File: config.mk
export PLATFORM = sky130hd
export DESIGN_NAME = therm_accum_timer
export DESIGN_NICKNAME = d
export VERILOG_FILES = /design/src/rtl/tet_pkg.sv /design/src/rtl/tet_sync.sv /design/src/rtl/tet_regs.sv /design/src/rtl/tet_accum.sv /design/src/rtl/tet_fanboost.sv /design/src/rtl/therm_accum_timer.sv
export SDC_FILE = /design/constraint.sdc
export NUM_CORES = 1
export LEC_CHECK = 0
export ABC_CLOCK_PERIOD_IN_PS = 2350
export BUFFER_PORTS_ARGS = -buffer_cell sky130_fd_sc_hd__buf_4
export CAP_MARGIN = 15
export CORE_ASPECT_RATIO = 1.2
export CORE_MARGIN = 2
export CORE_UTILIZATION = 35
export CTS_BUF_LIST = sky130_fd_sc_hd__clkbuf_16
export CTS_CLUSTER_SIZE = 20
export DETAILED_ROUTE_END_ITERATION = 10
export HOLD_SLACK_MARGIN = 0.02
export SETUP_SLACK_MARGIN = 0.05
export SYNTH_ARGS = -nofsm -noshare
export SYNTH_HDL_FRONTEND = slang
export SYNTH_SLANG_ARGS = --single-unit
File: constraint.sdc
create_clock -name clk -period 2.35 [get_ports clk]
set_input_delay 0.47 -clock clk [delete_from_list [all_inputs] [get_ports clk]]
set_output_delay 0.47 -clock clk [all_outputs]
set_load 0.05 [all_outputs]
File: src/rtl/tet_pkg.sv
package tet_pkg;
    localparam int unsigned DATA_W  = 8;
    localparam int unsigned ADDR_W  = 3;
    localparam int unsigned NUM_SRC = 3;

    localparam logic [ADDR_W-1:0] A_CTRL   = 3'd0;
    localparam logic [ADDR_W-1:0] A_LIMIT  = 3'd1;
    localparam logic [ADDR_W-1:0] A_MASK   = 3'd2;
    localparam logic [ADDR_W-1:0] A_TIMER  = 3'd3;
    localparam logic [ADDR_W-1:0] A_STATUS = 3'd4;

    typedef struct packed {
        logic [NUM_SRC-1:0] drv_sel;
        logic               boost;
        logic               enable;
        logic [DATA_W-1:0]  limit;
        logic               alert_mask;
    } cfg_t;
endpackage

File: src/rtl/tet_sync.sv
module tet_sync #(
    parameter int unsigned STAGES  = 2,
    parameter bit          RST_VAL = 1'b1
) (
    input  logic clk,
    input  logic rst_n,
    input  logic d,
    output logic q
);
    logic [STAGES-1:0] sh_d, sh_q;

    always_comb begin
        sh_d = {sh_q[STAGES-2:0], d};
    end

    always_ff @(posedge clk or negedge rst_n) begin
        if (!rst_n) sh_q <= {STAGES{RST_VAL}};
        else        sh_q <= sh_d;
    end

    assign q = sh_q[STAGES-1];

    // the output follows the input delayed by the chain length
    a_r13_two_stage: assert property (@(posedge clk) disable iff (!rst_n)
        sh_q[0] == $past(d) || $past(!rst_n));
endmodule

File: src/rtl/tet_regs.sv
module tet_regs
    import tet_pkg::*;
(
    input  logic              clk,
    input  logic              rst_n,
    input  logic              wr_en,
    input  logic              rd_en,
    input  logic [ADDR_W-1:0] addr,
    input  logic [DATA_W-1:0] wdata,
    input  logic [DATA_W-1:0] acc,
    input  logic              status,
    output cfg_t              cfg,
    output logic [DATA_W-1:0] rdata,
    output logic              rd_timer,
    output logic              rd_status
);
    cfg_t cfg_d, cfg_q;

    always_comb begin
        cfg_d = cfg_q;
        if (wr_en) begin
            case (addr)
                A_CTRL: begin
                    cfg_d.enable  = wdata[0];
                    cfg_d.boost   = wdata[1];
                    cfg_d.drv_sel = wdata[NUM_SRC+1:2];
                end
                A_LIMIT: cfg_d.limit      = wdata;
                A_MASK:  cfg_d.alert_mask = wdata[0];
                default: ;
            endcase
        end
    end

    always_ff @(posedge clk or negedge rst_n) begin
        if (!rst_n) cfg_q <= '0;
        else        cfg_q <= cfg_d;
    end

    always_comb begin
        rdata = '0;
        case (addr)
            A_CTRL:   rdata[NUM_SRC+1:0] = {cfg_q.drv_sel, cfg_q.boost, cfg_q.enable};
            A_LIMIT:  rdata = cfg_q.limit;
            A_MASK:   rdata[0] = cfg_q.alert_mask;
            A_TIMER:  rdata = acc;
            A_STATUS: rdata[0] = status;
            default:  rdata = '0;
        endcase
    end

    assign rd_timer  = rd_en && (addr == A_TIMER);
    assign rd_status = rd_en && (addr == A_STATUS);
    assign cfg       = cfg_q;

    // a limit write lands in the next cycle
    a_r14_limit_write: assert property (@(posedge clk) disable iff (!rst_n)
        wr_en && addr == A_LIMIT |=> cfg_q.limit == $past(wdata));
    // the limit holds when no write targets it
    a_r14_limit_hold: assert property (@(posedge clk) disable iff (!rst_n)
        !(wr_en && addr == A_LIMIT) |=> $stable(cfg_q.limit));
endmodule

File: src/rtl/tet_accum.sv
module tet_accum #(
    parameter int unsigned W = 8
) (
    input  logic         clk,
    input  logic         rst_n,
    input  logic         tick,
    input  logic         asserted,
    input  logic         enable,
    input  logic [W-1:0] limit,
    input  logic         clr_acc,
    input  logic         clr_status,
    output logic [W-1:0] acc,
    output logic         status
);
    localparam logic [W-1:0] SAT = '1;

    typedef struct packed {
        logic [W-1:0] acc;
        logic         status;
    } st_t;

    st_t  st_d, st_q;
    logic inc, exceed;

    always_comb begin
        inc    = tick && asserted && enable;
        exceed = ({1'b0, st_q.acc} > {limit, 1'b0})
              || (enable && asserted && limit == '0);
        st_d = st_q;
        if (clr_acc)
            st_d.acc = inc ? W'(1) : '0;
        else if (inc && st_q.acc != SAT)
            st_d.acc = st_q.acc + 1'b1;
        st_d.status = exceed || (st_q.status && !clr_status);
    end

    always_ff @(posedge clk or negedge rst_n) begin
        if (!rst_n) st_q <= '0;
        else        st_q <= st_d;
    end

    assign acc    = st_q.acc;
    assign status = st_q.status;

    a_r4_no_overflow: assert property (@(posedge clk) disable iff (!rst_n)
        st_q.acc == SAT && !clr_acc |=> st_q.acc == SAT);
    a_r3_single_step: assert property (@(posedge clk) disable iff (!rst_n)
        !clr_acc |=> (st_q.acc == $past(st_q.acc) || st_q.acc == $past(st_q.acc) + 1'b1));
    a_r2_idle_when_off: assert property (@(posedge clk) disable iff (!rst_n)
        !enable && !clr_acc |=> $stable(st_q.acc));
    a_r5_read_clears: assert property (@(posedge clk) disable iff (!rst_n)
        clr_acc && !tick |=> st_q.acc == '0);
    a_r8_sticky: assert property (@(posedge clk) disable iff (!rst_n)
        st_q.status && !clr_status |=> st_q.status);
    a_r7_zero_limit: assert property (@(posedge clk) disable iff (!rst_n)
        enable && asserted && limit == '0 |=> st_q.status);
endmodule

File: src/rtl/tet_fanboost.sv
module tet_fanboost #(
    parameter int unsigned NFAN = 4,
    parameter int unsigned W    = 8
) (
    input  logic              clk,
    input  logic              rst_n,
    input  logic              boost,
    input  logic              asserted,
    input  logic [NFAN*W-1:0] duty_in,
    output logic [NFAN*W-1:0] duty_out
);
    logic force_on;
    assign force_on = boost && asserted;

    for (genvar i = 0; i < NFAN; i++) begin : g_fan
        logic [W-1:0] cur;
        logic         running;
        assign cur     = duty_in[i*W +: W];
        assign running = |cur;
        assign duty_out[i*W +: W] = (force_on && running) ? {W{1'b1}} : cur;

        a_r12_stopped_stays: assert property (@(posedge clk) disable iff (!rst_n)
            cur == '0 |-> duty_out[i*W +: W] == '0);
        a_r12_idle_passes: assert property (@(posedge clk) disable iff (!rst_n)
            !boost |-> duty_out[i*W +: W] == cur);
    end
endmodule

File: src/rtl/therm_accum_timer.sv
module therm_accum_timer
    import tet_pkg::*;
#(
    parameter int unsigned NFAN = 4
) (
    input  logic                     clk,
    input  logic                     rst_n,
    input  logic                     tick,
    input  logic [NUM_SRC-1:0]       temp_over,
    input  logic                     line_in,
    output logic                     line_oe,
    output logic                     alert_oe,
    input  logic                     wr_en,
    input  logic                     rd_en,
    input  logic [ADDR_W-1:0]        addr,
    input  logic [DATA_W-1:0]        wdata,
    output logic [DATA_W-1:0]        rdata,
    input  logic [NFAN*DATA_W-1:0]   fan_duty_in,
    output logic [NFAN*DATA_W-1:0]   fan_duty_out
);
    cfg_t              cfg;
    logic              line_s, asserted;
    logic              rd_timer, rd_status;
    logic [DATA_W-1:0] acc;
    logic              status;

    tet_sync #(.STAGES(2), .RST_VAL(1'b1)) u_sync (
        .clk(clk), .rst_n(rst_n), .d(line_in), .q(line_s)
    );
    assign asserted = !line_s;

    tet_regs u_regs (
        .clk(clk), .rst_n(rst_n), .wr_en(wr_en), .rd_en(rd_en), .addr(addr),
        .wdata(wdata), .acc(acc), .status(status), .cfg(cfg), .rdata(rdata),
        .rd_timer(rd_timer), .rd_status(rd_status)
    );

    tet_accum #(.W(DATA_W)) u_accum (
        .clk(clk), .rst_n(rst_n), .tick(tick), .asserted(asserted),
        .enable(cfg.enable), .limit(cfg.limit), .clr_acc(rd_timer),
        .clr_status(rd_status), .acc(acc), .status(status)
    );

    tet_fanboost #(.NFAN(NFAN), .W(DATA_W)) u_boost (
        .clk(clk), .rst_n(rst_n), .boost(cfg.boost), .asserted(asserted),
        .duty_in(fan_duty_in), .duty_out(fan_duty_out)
    );

    assign line_oe  = |(temp_over & cfg.drv_sel);
    assign alert_oe = status && !cfg.alert_mask;

    a_r10_quiet_pin: assert property (@(posedge clk) disable iff (!rst_n)
        cfg.drv_sel == '0 |-> !line_oe);
    a_r9_alert_needs_status: assert property (@(posedge clk) disable iff (!rst_n)
        alert_oe |-> status);
    a_r9_mask_silences: assert property (@(posedge clk) disable iff (!rst_n)
        cfg.alert_mask |-> !alert_oe);
    a_r11_own_drive_seen: assert property (@(posedge clk) disable iff (!rst_n)
        line_oe && $stable(line_oe) |=> !line_s || !$past(line_oe, 1) || $past(line_in));
endmodule

# Word level (Yosys, flattened, before mapping)
# Cells that the tools add are included.
classes:
  add_sub_neg: 1
  order_cmp: 1
  n_eq_ne: 5
  n_mux: 10
  bitwise: 1
  n_reduce_logical: 30
op_table:
  columns: ["operator", "count"]
  rows:
  - ["8-bit 2-to-1 mux", 6]
  - ["8-bit OR reduction", 4]
  - ["1-bit logical AND", 14]
  - ["4-bit case mux with 3 select lines", 1]
  - ["8-bit by 9-bit greater-than comparator with 1-bit output", 1]
  - ["8-bit by 1-bit adder with 8-bit output (second input constant)", 1]
  - ["8-bit zero test", 1]
  - ["8-bit != test (second input constant)", 1]
  - ["3-bit by 2-bit == test with 1-bit output (second input constant)", 2]
  - ["3-bit case mux with 2 select lines", 1]
  - ["2-bit AND reduction", 3]
  - ["1-bit case mux with 5 select lines", 1]
  - ["3-bit AND", 1]
  - ["3-bit by 1-bit == test with 1-bit output (second input constant)", 1]
  - ["3-bit == test (second input constant)", 1]
  - ["1-bit zero test", 3]
  - ["3-bit zero test", 1]
  - ["3-bit OR reduction", 1]
  - ["1-bit logical OR", 2]
  - ["2-bit nonzero test", 1]
  - ["1-bit 2-to-1 mux", 1]
totals:
  ff_bits: 25
  inputBits: 52
  out_inout_bits: 42
  elab_cells: 56

# Logic depth before layout (Yosys ltp)
depth:
  ltp_word: 6
  ltp_mapped: 6
  mapped_depth_nobuf: 6

# Cells and area by module
# A second synthesis with hierarchy kept.
unflattened:
  cells_unflattened: 194
  hier_area_um2: 2087.0
by_module_without_submodules:
  columns: ["module", "instances", "cells_per_inst", "area_per_inst_um2", "seq_area_each_um2"]
  rows:
  - ["tet_regs", 1, 70, 804.5, 350.3]
  - ["tet_accum", 1, 73, 696.9, 225.2]
  - ["tet_fanboost", 1, 45, 509.2, 0.0]
  - ["tet_sync", 1, 2, 52.6, 52.6]
  - ["therm_accum_timer", 1, 4, 23.8, 0.0]

# Least setup slack after synthesis
# OpenSTA, ideal clock, no wires.
synth_path:
  path_kind: "input-to-output"
  startpoint: "input addr[1]"
  endpoint: "output rdata[0]"
  t_arrival_ps: 2077
  path_slack_ps: -197
  path_stages: 4
  cell_sequence: "buf_2 > mux4_1 > inv_1 > o21ai_0"
synth_via:
  elab_chain_cells: 2
synth_lines:
  columns: ["item", "line", "text"]
  rows:
  - ["start, declared", "therm_accum_timer.sv:15", "input logic [ADDR_W-1:0] addr,"]
  - ["3-bit == test (tied with other cells)", "tet_regs.sv:42", "case (addr)"]
  - ["1-bit case mux with 5 select lines *", "tet_regs.sv:42", null]
  - ["end, declared", "therm_accum_timer.sv:17", "output logic [DATA_W-1:0] rdata,"]
# Mark *: on every way between the ends. The rest lies on a longest branch, timed or not.

# Final worst setup path
layout_path:
  startpoint: "register u_sync.sh_q[1]"
  endpoint: "output fan_duty_out[24]"
layout_via:
  elab_chain_cells: 4
layout_lines:
  columns: ["item", "line", "text"]
  rows:
  - ["start, declared", "tet_sync.sv:10", "logic [STAGES-1:0] sh_d, sh_q;"]
  - ["start signal, assigned", "tet_sync.sv:17", "if (!rst_n) sh_q <= {STAGES{RST_VAL}};"]
  - ["1-bit zero test", "therm_accum_timer.sv:30", "assign asserted = !line_s;"]
  - ["1-bit logical AND", "tet_fanboost.sv:13", "assign force_on = boost && asserted;"]
  - ["1-bit logical AND", "tet_fanboost.sv:20", "assign duty_out[i*W +: W] = (force_on && running) ? {W{1'b1}} : cur;"]
  - ["8-bit 2-to-1 mux", "tet_fanboost.sv:20", null]
  - ["end, declared", "therm_accum_timer.sv:19", "output logic [NFAN*DATA_W-1:0] fan_duty_out"]
# Every way passes these cells.

==> impl_metrics.json <==
{
  "clkTransAtPathRegs_ns": 0.06,
  "seqCellArea_sq_um": 628.1,
  "num-fill-cells": 489,
  "worst_pin_slew_ns": 0.5246,
  "antenna_cells": 0,
  "track_usage_pct": 19.81,
  "synth_flop_cell": "dfrtp_1",
  "grt_max_degree": 26,
  "io_pins": 94,
  "place_congestion": 0.8714,
  "synth_area_per_cell_sq_um": 9.068,
  "drive_gt1_share_pct": 51.37,
  "synth_area_sq_mm": 0.001795,
  "combPwrFrac_pct": 45.6,
  "synth_cells": 198,
  "hold_class": "in2async",
  "place_area_sq_mm": 0.002555,
  "cts_buffers": 3,
  "dp_hpwl_microns": 4553,
  "htree_levels": 1,
  "status": "completed",
  "synth_top_area_share_pct": 32.06,
  "grt-ovfl-total": 0,
  "synth_cell_types": 43,
  "worstPathRequired_ns": 1.88,
  "ys_async_sr_fraction_pct": 100.0,
  "finalMaxSlewViolations": 0,
  "min_period_ns": 2.165,
  "design.die.area_sq_mm": 0.005721,
  "path_cells": "nand2b_1, a21oi_1, or2_2, buf_4",
  "die_w_microns": 69.38,
  "rsz0062_at_grt": "false",
  "dp_slack_ns": 0.2444,
  "skew_ns": 0.003469,
  "cp.arrival_ns": 1.70,
  "antenna_found_initial": 0,
  "synth_nets": 258,
  "p_sw_w": 0.0007556,
  "holdWs_ns": 0.1026,
  "crit_path_end_kind": "output pin",
  "setup_viol": 0,
  "path_class": "reg2out",
  "area_growth_syn_to_layout_pct": 46.76,
  "grt_pass1_vias": 1778,
  "tns_ns": 0,
  "slowest_stage": "dfstp_2",
  "rrSetupSlack_ns": 0.49,
  "dieHeight_microns": 82.46,
  "nets": 353,
  "worstReg2RegStart": "u_accum.acc[5]",
  "final_area_sq_mm": 0.002635,
  "p_seq_share_pct": 33.5,
  "totalPowerFinal_w": 0.001830,
  "r2r_end": "u_accum.status",
  "cts_resized": 0,
  "crit_start": "u_sync.sh_q[1]",
  "multi_input_area_sq_mm": 0.001094,
  "num_rows": 28,
  "routed_wl_microns": 5475,
  "clkPwrFrac_pct": 20.9,
  "via_per_inst": 5.131,
  "slowest_delay_ns": 0.55,
  "peakVddDrop_v": 0.0004244,
  "vias": 1806,
  "reg2reg_depth": 5,
  "first_pass_iters": 4,
  "cp_max_fo": 8,
  "synth.most_common_cell": "or2_2",
  "period_share_pct": 92.14,
  "io_buffers": 93,
  "synth_common_cells": "or2_2, dfrtp_1, nand2_1, nor2_1, o21ai_0",
  "fmax_mhz": 461.8,
  "cts-root-buf": "clkbuf_16",
  "first_iter_violations": 32,
  "setup_ws_ns": 0.1847,
  "cts_tree": "done",
  "ys_warn_count": 0,
  "design.core.area_sq_mm": 0.004940,
  "maxCapViolations": 0,
  "routedWlPerCell_microns": 15.55,
  "start_util_pct": 36.35,
  "synth_top_cell_by_area": "dfrtp_1",
  "drc": 0,
  "endpoint": "fan_duty_out[24]",
  "p_int_w": 0.001074,
  "cts_hold_buffers": 0,
  "ys_ff_latch": 25,
  "hold_viol": 0,
  "post_cts_buffers": 0,
  "cts_num_sinks": 25,
  "critPathLaunchType": "flop",
  "slew_headroom_pct": 64.90,
  "grt_pass1_wl_microns": 8956,
  "synthTopCellsByArea": "dfrtp_1, or2_2, ha_1",
  "leakage_nw": 1.301,
  "powerDensity_mw_per_mm2": 694.4,
  "synth-edff-count": 0,
  "swShare_pct": 41.30,
  "ant_nets": 0,
  "clk_latency_ns": 0.26,
  "cts_buffer_depth": 2,
  "ys_seq_area_share_pct": 34.98
}
==> power by group through the flow <==
| stage | Clock [W] | Sequential [W] | Combinational [W] |
|---|---|---|---|
| final | 0.000382 | 0.000612 | 0.000835 |
| after detailed placement | 0 | 0.000622 | 0.000839 |
| after floorplan | 0 | 0.000583 | 0.000599 |
| after global routing | 0.000411 | 0.000627 | 0.000903 |
| after CTS | 0.000392 | 0.000614 | 0.000842 |
| after global placement | 0 | 0.000620 | 0.000832 |
==> state kept, by name, indices dropped and copies added, names as in the netlist <==
| signal | count |
|---|---|
| u_regs.cfg | 14 |
| u_accum.acc | 8 |
| u_sync.sh_q | 2 |
| u_accum.status | 1 |
==> final cells by class <==
cell class                      instances  area share [%]
Multi-Input combinational cell        157           41.50
Tap cell                               60           2.849
Timing Repair Buffer                   96           27.35
Clock buffer                            3           2.849
Clock inverter                          1          0.1899
Inverter                               10           1.424
Sequential cell                        25           23.84
==> stage by stage <==
stage | std cells | util, %
after CTS | 352 | 53.34
after detailed placement | 348 | 51.72
final | 352 | 53.34
after global placement | 348 | 51.72
after floorplan | 198 | -
after global routing | 352 | 53.34
==> cell usage in the layout, fill, tap and decap left out, types with 3 or more instances in the layout <==
cell / synthesis / routed
buf_4: 0 / 96
or2_2: 33 / 33
dfrtp_1: 23 / 23
nand2_1: 15 / 15
nor2_1: 14 / 14
o21ai_0: 14 / 13
inv_1: 10 / 10
nor4_1: 10 / 10
a21oi_1: 8 / 8
mux2_2: 8 / 8
ha_1: 8 / 8
nand3_1: 6 / 6
a22oi_1: 4 / 4
mux2i_1: 4 / 4
clkbuf_16: 0 / 3
==> cell families after synthesis <==
family / after synthesis / synth area share [%]
AOI/OAI and AO/OA: 37 / 13.17
xor gates and xnor gates: 3 / 1.464
adders and majority gates: 8 / 5.575
buffers and inverters: 16 / 4.111
DFF: 25 / 34.98
muxes: 13 / 8.711
and+or+nand+nor: 96 / 31.99
==> worst min-delay path by stage <==
stage | start | to | slack (ns) | cells past startpoint
2_1_floorplan | rst_n | u_accum.acc[0] | 0.17 | 0
3_3_place_gp | u_sync.sh_q[0] | u_sync.sh_q[1] | 0.35 | 0
3_5_place_dp | u_sync.sh_q[0] | u_sync.sh_q[1] | 0.35 | 0
4_1_cts | rst_n | u_accum.acc[3] | 0.11 | 1
5_1_grt | rst_n | u_accum.acc[6] | 0.13 | 1
6_report | rst_n | u_regs.cfg[8] | 0.10 | 1
==> worst max-delay path, delay by kind of cell (launching register included) <==
family	cells	cell delay, ns
compound gates	1	0.14
buf+inv	1	0.19
flops	1	0.55
simple gates	2	0.54
==> routing by layer <==
metal / vias up / track usage (%) / part of all wire (%)
met5: - / 0 / 0
met4: 0 / 4.706 / 0.93
met3: 5 / 2.306 / 4.6
met2: 72 / 38.56 / 52
met1: 828 / 23.41 / 42
li1: 901 / - / -
(Power assumes the default switching activity.)
